===== config.mk =====
export PLATFORM = sky130hd
export DESIGN_NAME = clk_gate_ctrl
export DESIGN_NICKNAME = d
export VERILOG_FILES = /design/src/rtl/clk_gate_ctrl.sv
export SDC_FILE = /design/constraint.sdc
export NUM_CORES = 1
export LEC_CHECK = 0
export BUFFER_PORTS_ARGS = -buffer_cell sky130_fd_sc_hd__buf_2
export CORE_MARGIN = 5
export CORE_UTILIZATION = 53
export CTS_BUF_LIST = sky130_fd_sc_hd__clkbuf_8
export CTS_CLUSTER_DIAMETER = 60
export DETAILED_ROUTE_END_ITERATION = 8
export PLACE_DENSITY_LB_ADDON = 0.08
export SLEW_MARGIN = 20
export SYNTH_ARGS = -nofsm -noshare
export SYNTH_HDL_FRONTEND = slang
export SYNTH_SLANG_ARGS = --single-unit

===== constraint.sdc =====
create_clock -name clk -period 3.5 [get_ports clk]
set_input_delay 0.7 -clock clk [delete_from_list [all_inputs] [get_ports clk]]
set_output_delay 0.7 -clock clk [all_outputs]
set_load 0.1 [all_outputs]

===== src/rtl/clk_gate_ctrl.sv =====
module clk_gate_ctrl #(
  parameter int NBANK = 5,
  parameter int BDW   = 2,
  parameter int FBW   = 4,
  parameter int CW    = 4
) (
  input  logic                 clk,
  input  logic                 rst_n,
  input  logic                 ref0_i,
  input  logic                 ref1_i,
  input  logic                 ref_sel_i,
  input  logic                 pll_clk_i,
  input  logic                 pd_n_i,
  input  logic                 bypass_pin_i,
  input  logic                 mode_pin_i,
  input  logic [NBANK-1:0]     bank_dis_pin_i,
  input  logic [NBANK-1:0]     cfg_bank_dis_i,
  input  logic                 cfg_bypass_i,
  input  logic                 cfg_park_lvl_i,
  input  logic                 cfg_hold_i,
  input  logic [NBANK*BDW-1:0] bank_div_i,
  input  logic [FBW-1:0]       fb_div_i,
  output logic [2*NBANK-1:0]   q_o,
  output logic [2*NBANK-1:0]   q_oe_o,
  output logic                 fb_o,
  output logic                 fb_oe_o,
  output logic                 fbn_o,
  output logic                 fbn_oe_o
);
  localparam int NCH = NBANK + 1;

  function automatic logic [CW-1:0] bank_ratio(input logic [BDW-1:0] c);
    case (c)
      BDW'(1): return CW'(2);
      BDW'(2): return CW'(4);
      default: return CW'(1);
    endcase
  endfunction

  function automatic logic [CW-1:0] fb_ratio(input logic [FBW-1:0] c);
    case (c)
      FBW'(1), FBW'(2), FBW'(3), FBW'(4), FBW'(5), FBW'(6),
      FBW'(8), FBW'(10), FBW'(12): return CW'(c);
      default: return CW'(1);
    endcase
  endfunction

  logic           bypass, hold, park_hi, src_raw;
  logic [2:0]     src_s;
  logic [1:0]     pd_s;
  logic           src_lvl, src_rise, pd_run;
  logic [NCH-1:0] dis_req, raw, en_q, val;
  logic [CW-1:0]  ratio [NCH];

  assign bypass   = bypass_pin_i | cfg_bypass_i;
  assign hold     = mode_pin_i | cfg_hold_i;
  assign park_hi  = ~cfg_park_lvl_i;
  assign src_raw  = bypass ? (ref_sel_i ? ref1_i : ref0_i) : pll_clk_i;
  assign dis_req  = {1'b0, bank_dis_pin_i | cfg_bank_dis_i};
  assign src_lvl  = src_s[1];
  assign src_rise = src_s[1] & ~src_s[2];
  assign pd_run   = pd_s[1];

  always_ff @(posedge clk or negedge rst_n) begin
    if (!rst_n) begin
      src_s <= '0;
      pd_s  <= '0;
    end else begin
      src_s <= {src_s[1:0], src_raw};
      pd_s  <= {pd_s[0], pd_n_i};
    end
  end

  for (genvar g = 0; g < NCH; g++) begin : g_ch
    logic [CW-1:0] cnt, cnt_nx, half;
    logic          dq, en, r;
    logic [1:0]    ds;

    if (g < NBANK) begin : g_bk
      assign ratio[g] = bank_ratio(bank_div_i[g*BDW +: BDW]);
    end else begin : g_fb
      assign ratio[g] = fb_ratio(fb_div_i);
    end

    assign half   = (ratio[g] + CW'(1)) >> 1;
    assign cnt_nx = (cnt >= ratio[g] - CW'(1)) ? '0 : cnt + CW'(1);
    assign r      = (ratio[g] == CW'(1)) ? src_lvl : dq;

    always_ff @(posedge clk or negedge rst_n) begin
      if (!rst_n) begin
        cnt <= '0;
        dq  <= 1'b0;
        ds  <= '0;
        en  <= 1'b0;
      end else begin
        ds <= {ds[0], dis_req[g]};
        if (!pd_run) begin
          cnt <= ratio[g] - CW'(1);
          dq  <= 1'b0;
          en  <= 1'b0;
        end else begin
          if (src_rise) begin
            cnt <= cnt_nx;
            dq  <= (cnt_nx < half);
          end
          if (r == park_hi) en <= ~ds[1];
        end
      end
    end

    assign raw[g]  = r;
    assign en_q[g] = en;
    assign val[g]  = en ? r : park_hi;
  end

  for (genvar b = 0; b < NBANK; b++) begin : g_out
    assign q_o[2*b +: 2]    = {2{val[b]}};
    assign q_oe_o[2*b +: 2] = {2{en_q[b] | hold}};
  end

  assign fb_o     = val[NBANK];
  assign fbn_o    = ~val[NBANK];
  assign fb_oe_o  = en_q[NBANK] | hold;
  assign fbn_oe_o = en_q[NBANK] | hold;

endmodule


* Word level (Yosys, flattened, before mapping) *
Cells that the tools add are included.

storage, ports and cells
  output and inout port bits = 24
  input bits = 36
  logic and storage cells = 174
  register bits after elaboration = 51

operators by class
  add/sub/neg operators = 18
  $lt $le $gt $ge = 12
  reductions and logical operators = 1
  eq/ne operators = 38
  bitwise operators = 18
  mux-type cells = 62

operators by type and width
  cell                                                    number
  two-way mux 4 bit                                       19
  adder 4 x 1 -> 4 bit (second input constant)            12
  two-way mux 1 bit                                       38
  case mux 3 bit (2 select lines)                         5
  == test 4 x 1 -> 1 bit (second input constant)          7
  greater-or-equal comparator 4 bit                       6
  less-than comparator 4 x 3 -> 1 bit                     6
  subtractor 4 x 1 -> 4 bit (second input constant)       6
  inequality test 2 x 1 -> 1 bit (second input constant)  7
  == test 4 x 3 -> 1 bit (second input constant)          3
  == test 4 bit (second input constant)                   3
  == test 2 x 1 -> 1 bit (second input constant)          5
  == test 2 bit (second input constant)                   5
  OR reduction 9 bit                                      1
  == test 4 x 2 -> 1 bit (second input constant)          2
  inverter 1 bit                                          8
  OR 1 bit                                                8
  == test 1 bit                                           6
  OR 5 bit                                                1
  AND 1 bit                                               1

* Depth between registers and ports, before layout *
Gate-level depths: netlist (run 1).

  word-level depth = 9
  gate-level depth with buffers = 14

* Worst setup path after synthesis (run 1) *
OpenSTA, ideal clock, no wires.

  kind = in2out
  start point = in fb_div_i[1]
  end point = out fbn_o
  data required time = 2800 ps
  cell stages on the path = 9
  path buffers = 1
  data arrival time = 4388 ps
  setup slack = -1588 ps
  cells stage by stage = buf_6 and3_1 nor3_1 inv_1 ha_1 o31ai_2 mux2i_1 mux2i_1 inv_1

between the ends
  longest elaborated chain between the ends = 7
  elaborated cells between the ends (all ways) = 15
  those cells by class = eq/ne: 10; mux: 3; bitwise: 1; reduce/logical: 1

ends and longest elaborated chain
  element                                         line  source
  from (decl)                                     22    input logic [FBW-1:0] fb_div_i,
  == test 4 x 1 -> 1 bit (tied with other cells)  41    case (c)
  OR reduction 9 bit                              41
  two-way mux 4 bit *                             41
  == test 4 x 1 -> 1 bit *                        87    assign r = (ratio[g] == CW'(1)) ? src_lvl : dq;
  two-way mux 1 bit *                             87
  two-way mux 1 bit *                             113   assign val[g] = en ? r : park_hi;
  named net fb_o                                  25    output logic fb_o,
  inverter 1 bit *                                122   assign fbn_o = ~val[NBANK];
  to (decl)                                       27    output logic fbn_o,

The timed path passes the listed nets; every way through them passes the cells marked *.

* Final worst setup path (run 1) *
  start point = in fb_div_i[2]
  end point = out fb_o

between the ends
  longest elaborated chain between the ends = 6
  elaborated cells between the ends (all ways) = 14
  those cells by class = eq/ne: 10; mux: 3; reduce/logical: 1

ends and longest elaborated chain
  element                                         line
  == test 4 x 1 -> 1 bit (tied with other cells)  41
  OR reduction 9 bit                              41
  two-way mux 4 bit *                             41
  == test 4 x 1 -> 1 bit *                        87
  two-way mux 1 bit *                             87
  two-way mux 1 bit *                             113
  to (decl)                                       25

Every way passes the cells marked *; elsewhere a longest branch is shown, timed or not.

==> results of run 1 <==
[synth_stat cells, drive strengths merged]
cell type  number  area share (%)
nand2b          7             1.2
o31ai           2            0.53
xor2           12             2.8
clkbuf          6            0.60
or3             6            0.99
xnor2           7             1.6
nor3b           5            0.99
nor2b           5            0.83
o21ai          13             1.7
a211oi          6             1.2
a2111o          1            0.30
a211o           4            0.93
and3            7             1.2
nor4            4            0.66
a21oi          27             3.9
ha             54              18
o311ai          1            0.23
a21o            5            0.99
conb            1           0.099
nor2           16             1.6
nand2          23             2.3
nor3            5            0.66
nand4b          3            0.70
buf            18             3.1
inv            31             3.1
dfrtp          51              34
a22oi          10             2.0
o2111a          1            0.30
a2111oi         4             1.1
or2             5            0.83
mux2i          14             3.7
a31oi           3            0.50
nand3          35             4.6
and2           12             2.0
and2b           1            0.20
o41ai           1            0.23
o21a            2            0.40
a22o            1            0.23
[worst min-delay path by stage]
stage               cells past startpoint           from            end
floorplan                               0  g_ch[0].ds[0]  g_ch[0].ds[1]
global placement                        0  g_ch[3].ds[0]  g_ch[3].ds[1]
detailed placement                      0  g_ch[0].ds[0]  g_ch[0].ds[1]
CTS                                     0  g_ch[1].ds[0]  g_ch[1].ds[1]
global route                            0  g_ch[0].ds[0]  g_ch[0].ds[1]
finish                                  0  g_ch[4].ds[0]  g_ch[4].ds[1]
[area by class of cell]
class                           instances  area, sq um  share of cell area (%)
Inverter                               31        116.4                   2.703
Clock buffer                            5        68.82                   1.599
Timing Repair Buffer                   73        415.4                   9.651
Sequential cell                        51         1276                   29.65
Tap cell                               96        120.1                   2.791
Multi-Input combinational cell        306         2282                   53.02
Clock inverter                          3        25.02                  0.5814
[sequential cells by signal, indices dropped and copies added, names as in the netlist]
register  flops
g_ch.cnt     24
src_s         3
pd_s          2
g_ch.dq       6
g_ch.en       6
g_ch.ds      10
[logic make-up (layout without fill, tap and decap cells)]
| group | count (synthesis) | after routing | share of synthesized area (%) |
|---|---|---|---|
| multiplexers | 14 | 14 | 3.713 |
| flip-flops | 51 | 51 | 33.82 |
| AND/OR/NAND/NOR | 134 | 134 | 18.70 |
| other | 1 | 4 | 0.09937 |
| XOR/XNOR | 19 | 19 | 4.410 |
| buffers and inverters | 55 | 112 | 6.830 |
| AO/OA/AOI/OAI | 81 | 81 | 14.52 |
| adder cells (fa/ha/maj) | 54 | 54 | 17.90 |
[placed cells by master (no fill, tap or decap), types with 4 or more instances in the layout]
master | netlist | final
inv_1 | 31 | 31
a211o_1 | 4 | 4
and2_1 | 12 | 12
mux2i_1 | 14 | 8
nand3_1 | 35 | 35
a21o_1 | 5 | 5
nor4_1 | 4 | 4
o21ai_0 | 13 | 13
a211oi_1 | 6 | 6
a21oi_1 | 24 | 24
dfrtp_1 | 51 | 51
ha_1 | 54 | 54
or3_1 | 6 | 6
clkbuf_8 | 0 | 5
nor2b_1 | 5 | 5
nor2_1 | 16 | 16
xor2_1 | 12 | 12
nor3_1 | 5 | 5
nand2_1 | 23 | 23
conb_1 | 1 | 4
and3_1 | 7 | 7
nor3b_1 | 5 | 5
nand2b_1 | 7 | 7
mux2i_2 | 0 | 5
xnor2_1 | 7 | 7
buf_2 | 2 | 58
buf_4 | 11 | 14
or2_2 | 5 | 5
a22oi_1 | 10 | 10
[routing by layer]
| metal | share of wire [%] | up-vias | wire [um] | GRT usage, % |
|---|---|---|---|---|
| li1 | - | 1550 | - | - |
| met1 | 43 | 1477 | 3540 | 24.64 |
| met2 | 51 | 68 | 4211 | 34.93 |
| met3 | 4.4 | 13 | 361 | 2.789 |
| met4 | 1.5 | 0 | 121 | 5.295 |
| met5 | 0 | - | 0 | 0 |
[through the flow]
| stage | setup WS (ps) | hold slack, ps |
|---|---|---|
| CTS | 237.7 | 362.1 |
| global route | 104.2 | 372.6 |
| floorplan | -265.5 | 331.2 |
| finish | 267.2 | 358.5 |
| global placement | 125.9 | 331.1 |
| detailed placement | 14.42 | 336.4 |
[report_power, final]
group | switching, uW | leakage [uW] | internal, uW | total, uW
logic | 538 | 0.00149 | 291 | 829
registers | 60.6 | 0.000625 | 646 | 707
clock network | 214 | 0.0000452 | 146 | 360
total | 812 | 0.00216 | 1080 | 1900
[worst max-delay path, delay by kind of cell]
kind	cells	cell delay, ps
AOI/OAI and AO/OA	1	70
buffers and inverters	3	550
muxes	2	580
adders and majority gates	1	200
and+or+nand+nor	2	430
==> summary.txt, run 1 <==
Period minus WS final = 3233 ps
outcome = complete, no violations
RSZ-0062 raised after global routing = false
largest net degree at the start of global routing = 39
Chip Width = 94.38 um
Cell Rows = 30
vias per cell = 5.501
total CTS buffers = 5
Setup Buffers After CTS = 0
HP Class = flip-flop to flip-flop
Die Height = 94.38 um
Skew-Pair Late Insertion Delay = 300 ps
dpl cell area = 0.004210 sq mm
Port-buffer cells = 59
P per Cell Area = 440.4 mW/mm^2
number of antenna diodes = 0
Final Core Density = 62.66%
routed length per instance = 14.57 um
total of max-cap violations = 0
CP dominant cell by count = buf_2
final instance area = 0.004304 sq mm
non-filler instance count after layout = 565
fmax = 309.3 MHz
NumNets Final = 558
final setup skew = 7.581 ps
core area = 0.006869 sq mm
DIE AREA = 0.008908 sq mm
period utilization = 92.36%
register area share after synthesis = 33.82%
worst path cell trace = buf_2 > and3_1 > nor3_1 > inv_1 > ha_1 > o31ai_2 > mux2i_1 > mux2i_4 > buf_2
Clock Pin Slew Worst Setup and Hold Paths = 100 ps
startpoint types = input port
Synth Warn # = 0
Antenna Nets Post-Route = 0
CTS tree = yes
Pwr Total = 1895 uW
clk root buf = clkbuf_8
leakage = 0.002161 uW
# H-tree levels = 2
Crit. End Element = primary output
Worst EP arrival = 2530 ps
CP Launch Point = fb_div_i[2]
count of cell types in the netlist = 44
CTS Sinks = 51
fraction of layout cells with a size suffix above 1 = 20.68%
initial antenna violation count = 0
Syn Inst Count = 409
register bit total from synthesis = 51
worst setup path endpoint = fb_o
setup TNS = 0 ps
Syn Area/Cell = 9.226 sq um
Placer Congestion = 0.8321
Setup Crit Path Kind = input port to primary output
CP required = 2800 ps
global-route wire length before repair = 14080 um
hold buffer count at CTS = 0
r2r setup slk = 770 ps
global route overflow = 0
I/O Pins = 60
vias in the first global route = 3127
placed cell count = 557
hpwl dp = 6198 um
reg2reg end = g_ch[2].dq
final setup violation count = 0
VDD IR max = 0.1997 mV
reg2reg path depth = 11
post-cts resize count = 0
crit-path max cell delay = 450 ps
Post-Route WL = 8234 um
Hold Violations, Final = 0
Slowest cell on crit path = mux2i_1
RR Startpoint = g_ch[2].cnt[0]
DRC = 0
Slew Limit Headroom = 38.52%
count of final max-slew check failures = 0
Fill cells = 619
Starting Density = 54.94%
Worst Path Max Fanout = 7
Via Count = 3108
CTS Buffer Depth = 2
Tightest Pin Transition = 922.2 ps
GR Util All Layers = 19.55%
Syn Std Cell Area = 0.003774 sq mm
1st-pass router iterations = 4
Layout area overhead = 14.06%
initial drt markers = 104
Power figures use the tool's default switching activity.
==> run 2: changes to the inputs <==
--- a/config.mk
+++ b/config.mk
@@ -5,6 +5,7 @@
 export SDC_FILE = /design/constraint.sdc
 export NUM_CORES = 1
 export LEC_CHECK = 0
+export ABC_AREA = 1
 export BUFFER_PORTS_ARGS = -buffer_cell sky130_fd_sc_hd__buf_2
 export CORE_MARGIN = 5
 export CORE_UTILIZATION = 53
==> summary.txt, run 2 <==
Setup Crit Path Kind = input port to primary output
Port-buffer cells = 59 (unchanged)
CP dominant cell by count = nand2_1
commonest non-fill, non-tap cells in the layout = 126 x nand2_1, 88 x inv_1, 58 x buf_2, 54 x ha_1, 51 x dfrtp_1
Period minus WS final = 3208 ps (-24.44 ps)
HP Class = input port to asynchronous set/reset pin
Slowest cell on crit path = buf_2
period utilization = 91.67% (-0.70 points)
global-route wire length before repair = 13320 um (-5.3%)
number of buffers and inverters on the critical path = 4 (+1)
CTS tree = yes
initial drt markers = 118 (+13%)
Async S/R FF share, synth = 100.0% (unchanged)
Starting Density = 54.65% (-0.28 points)
GR Util All Layers = 18.62% (-0.92 points)
total CTS buffers = 5 (unchanged)
register area share after synthesis = 34.18% (+0.36 points)
Skew-Pair Late Insertion Delay = 300 ps (about the same)
final instance area = 0.004254 sq mm (-1.2%)
# H-tree levels = 2 (unchanged)
Syn Area/Cell = 7.714 sq um (-16%)
Syn Std Cell Area = 0.003734 sq mm (-1.1%)
worst path cell trace = buf_2 > nand2_1 > nand2_1 > nand2_2 > o31ai_1 > nor2_1 > inv_1 > ha_1 > nand3_2 > nand2_2 > nand2_1 > o21ai_4 > inv_2 > buf_2
Antenna Nets Post-Route = 0 (unchanged)
VDD IR max = 0.2430 mV (+22%)
dominant cell type by area after synthesis = dfrtp_1
core area = 0.006832 sq mm (-0.55%)
RSZ-0062 raised after global routing = false
final setup violation count = 0 (unchanged)
Pwr Total = 1903 uW (+0.39%)
largest net degree at the start of global routing = 36 (-7.7%)
vias per cell = 4.980 (-9.5%)
total of max-cap violations = 0 (unchanged)
Slew Limit Headroom = 61.07% (+23 points)
Placer Congestion = 0.9056 (+8.8%)
number of antenna diodes = 0 (unchanged)
top cells by area, synth = dfrtp_1 34%, ha_1 18%, nand2_1 13%, inv_1 8.8%, nand3_1 3.6%
startpoint types = input port
top cells by count, synth = 126 x nand2_1, 88 x inv_1, 54 x ha_1
routed length per instance = 11.98 um (-18%)
Crit. End Element = primary output
I/O Pins = 60 (unchanged)
top-area cell type share of the netlist area = 34.18% (+0.36 points)
leakage = 0.002316 uW (+7.1%)
commonest non-fill, non-tap cell in the layout = nand2_1
NumNets Final = 629 (+13%)
P per Cell Area = 447.3 mW/mm^2 (+1.6%)
CP required = 2800 ps (about the same)
Top FF cell, synth = dfrtp_1
count of cell types in the netlist = 27 (-39%)
CTS Sinks = 51 (unchanged)
Clock Pin Slew Worst Setup and Hold Paths = 90 ps (about the same)
Setup Buffers After CTS = 0 (unchanged)
fraction of layout cells with a size suffix above 1 = 17.22% (-3.5 points)
clk root buf = clkbuf_8
setup TNS = 0 ps (unchanged)
DIE AREA = 0.008823 sq mm (-0.95%)
hold buffer count at CTS = 0 (unchanged)
DRC = 0 (unchanged)
most frequent cell after synthesis = nand2_1
final setup skew = 2.261 ps (-5.320 ps)
Cell Rows = 30 (unchanged)
Synth Warn # = 0 (unchanged)
Worst Path Max Fanout = 5 (-2)
Worst EP arrival = 2510 ps (-20 ps)
CTS Buffer Depth = 2 (unchanged)
1st-pass router iterations = 4 (unchanged)
Top delay family on crit path = simple AND/OR/NAND/NOR gates
crit-path max cell delay = 410 ps (-40 ps)
fmax = 311.7 MHz (+0.76%)
max reg flops = 24 (unchanged)
global route overflow = 0 (unchanged)
register bit total from synthesis = 51 (unchanged)
Post-Route WL = 7619 um (-7.5%)
hpwl dp = 5996 um (-3.3%)
post-cts resize count = 0 (unchanged)
Syn Inst Count = 484 (+18%)
Post-synth EDFFs = 0 (unchanged)
largest reg by FF count = g_ch.cnt
Hold Violations, Final = 0 (unchanged)
Via Count = 3167 (+1.9%)
biggest regs = g_ch.cnt: 24 flops, g_ch.ds: 10 flops
Chip Width = 93.93 um (-0.48%)
vias in the first global route = 3155 (+0.90%)
Layout area overhead = 13.94%
dpl cell area = 0.004118 sq mm (-2.2%)
count of final max-slew check failures = 0 (unchanged)
Tightest Pin Transition = 583.3 ps (-338.9 ps)
initial antenna violation count = 0 (unchanged)
outcome = complete, no violations
Die Height = 93.93 um (-0.48%)
==> run 2: cell count changes after synthesis, sizes merged, moves of 8 or more <==
cell | previous run | this run
and2 | 12 | 0
a22oi | 10 | 0
mux2i | 14 | 0
a21oi | 27 | 11
inv | 31 | 89
nand4 | 0 | 8
nand2 | 23 | 129
==> run 2: cell families after synthesis <==
kind of cell,count (synthesis),share of synthesized area [%]
AO/OA/AOI/OAI,56,9.752
flip-flops,51,34.18
XOR/XNOR,11,2.580
buffers and inverters,107,12.00
AND/OR/NAND/NOR,204,23.29
adder cells (fa/ha/maj),54,18.10
other,1,0.1004
==> run 2: final cells by class <==
| type | instances | area, sq um |
|---|---|---|
| Fill cell | 625 | 2577 |
| Multi-Input combinational cell | 329 | 2047 |
| Sequential cell | 51 | 1276 |
| Timing Repair Buffer | 63 | 340.3 |
| Inverter | 89 | 334.1 |
| Tap cell | 96 | 120.1 |
| Clock buffer | 5 | 68.82 |
| Clock inverter | 3 | 67.56 |
==> run 2: layer usage <==
| metal | track usage, % | vias to the layer above | routed length [um] |
|---|---|---|---|
| met3 | 3.125 | 6 | 282 |
| met5 | 0 | - | 0 |
| met1 | 22.51 | 1460 | 3389 |
| met2 | 33.89 | 55 | 3883 |
| li1 | - | 1646 | - |
| met4 | 5.054 | 0 | 63 |
==> run 2: final timing paths <==
| check | from | endpoint | slack (ps) | cells after the start |
|---|---|---|---|---|
| hold / removal | rst_n | g_ch[4].cnt[3] | 300 | 1 |
| setup / recovery | fb_div_i[2] | fbn_o | 290 | 14 |
| setup reg to reg | pd_s[1] | g_ch[1].cnt[2] | 1530 | 6 |
| max in group asynchronous | rst_n | g_ch[3].ds[1] | 2430 | 2 |
| min in group clk | g_ch[2].ds[0] | g_ch[2].ds[1] | 360 | 0 |
| hold reg to reg | g_ch[2].ds[0] | g_ch[2].ds[1] | 360 | 0 |
==> run 2: stage by stage <==
stage                     hold slack, ps  cells  setup WS [ps]  util [%]
after floorplan                    331.2    487          133.9         -
after global placement             332.0    628          367.9     60.27
after detailed placement           335.5    628          231.6     60.27
after CTS                          323.9    636          288.7     62.27
after global routing               328.5    636          121.6     62.27
final                              304.8    636          291.7     62.27
==> run 2: where the power goes <==
group          switching, uW  internal (uW)
sequential              44.6            641
clock                    201            285
combinational            514            218
total                    759           1140
==> run 2: worst reg2reg max path: stages (launching register included) <==
cell	delay, ps
dfrtp_1	600
buf_4	290
nand3_1	90
buf_4	200
inv_1	460
nand2_1	140
o21ai_0	110
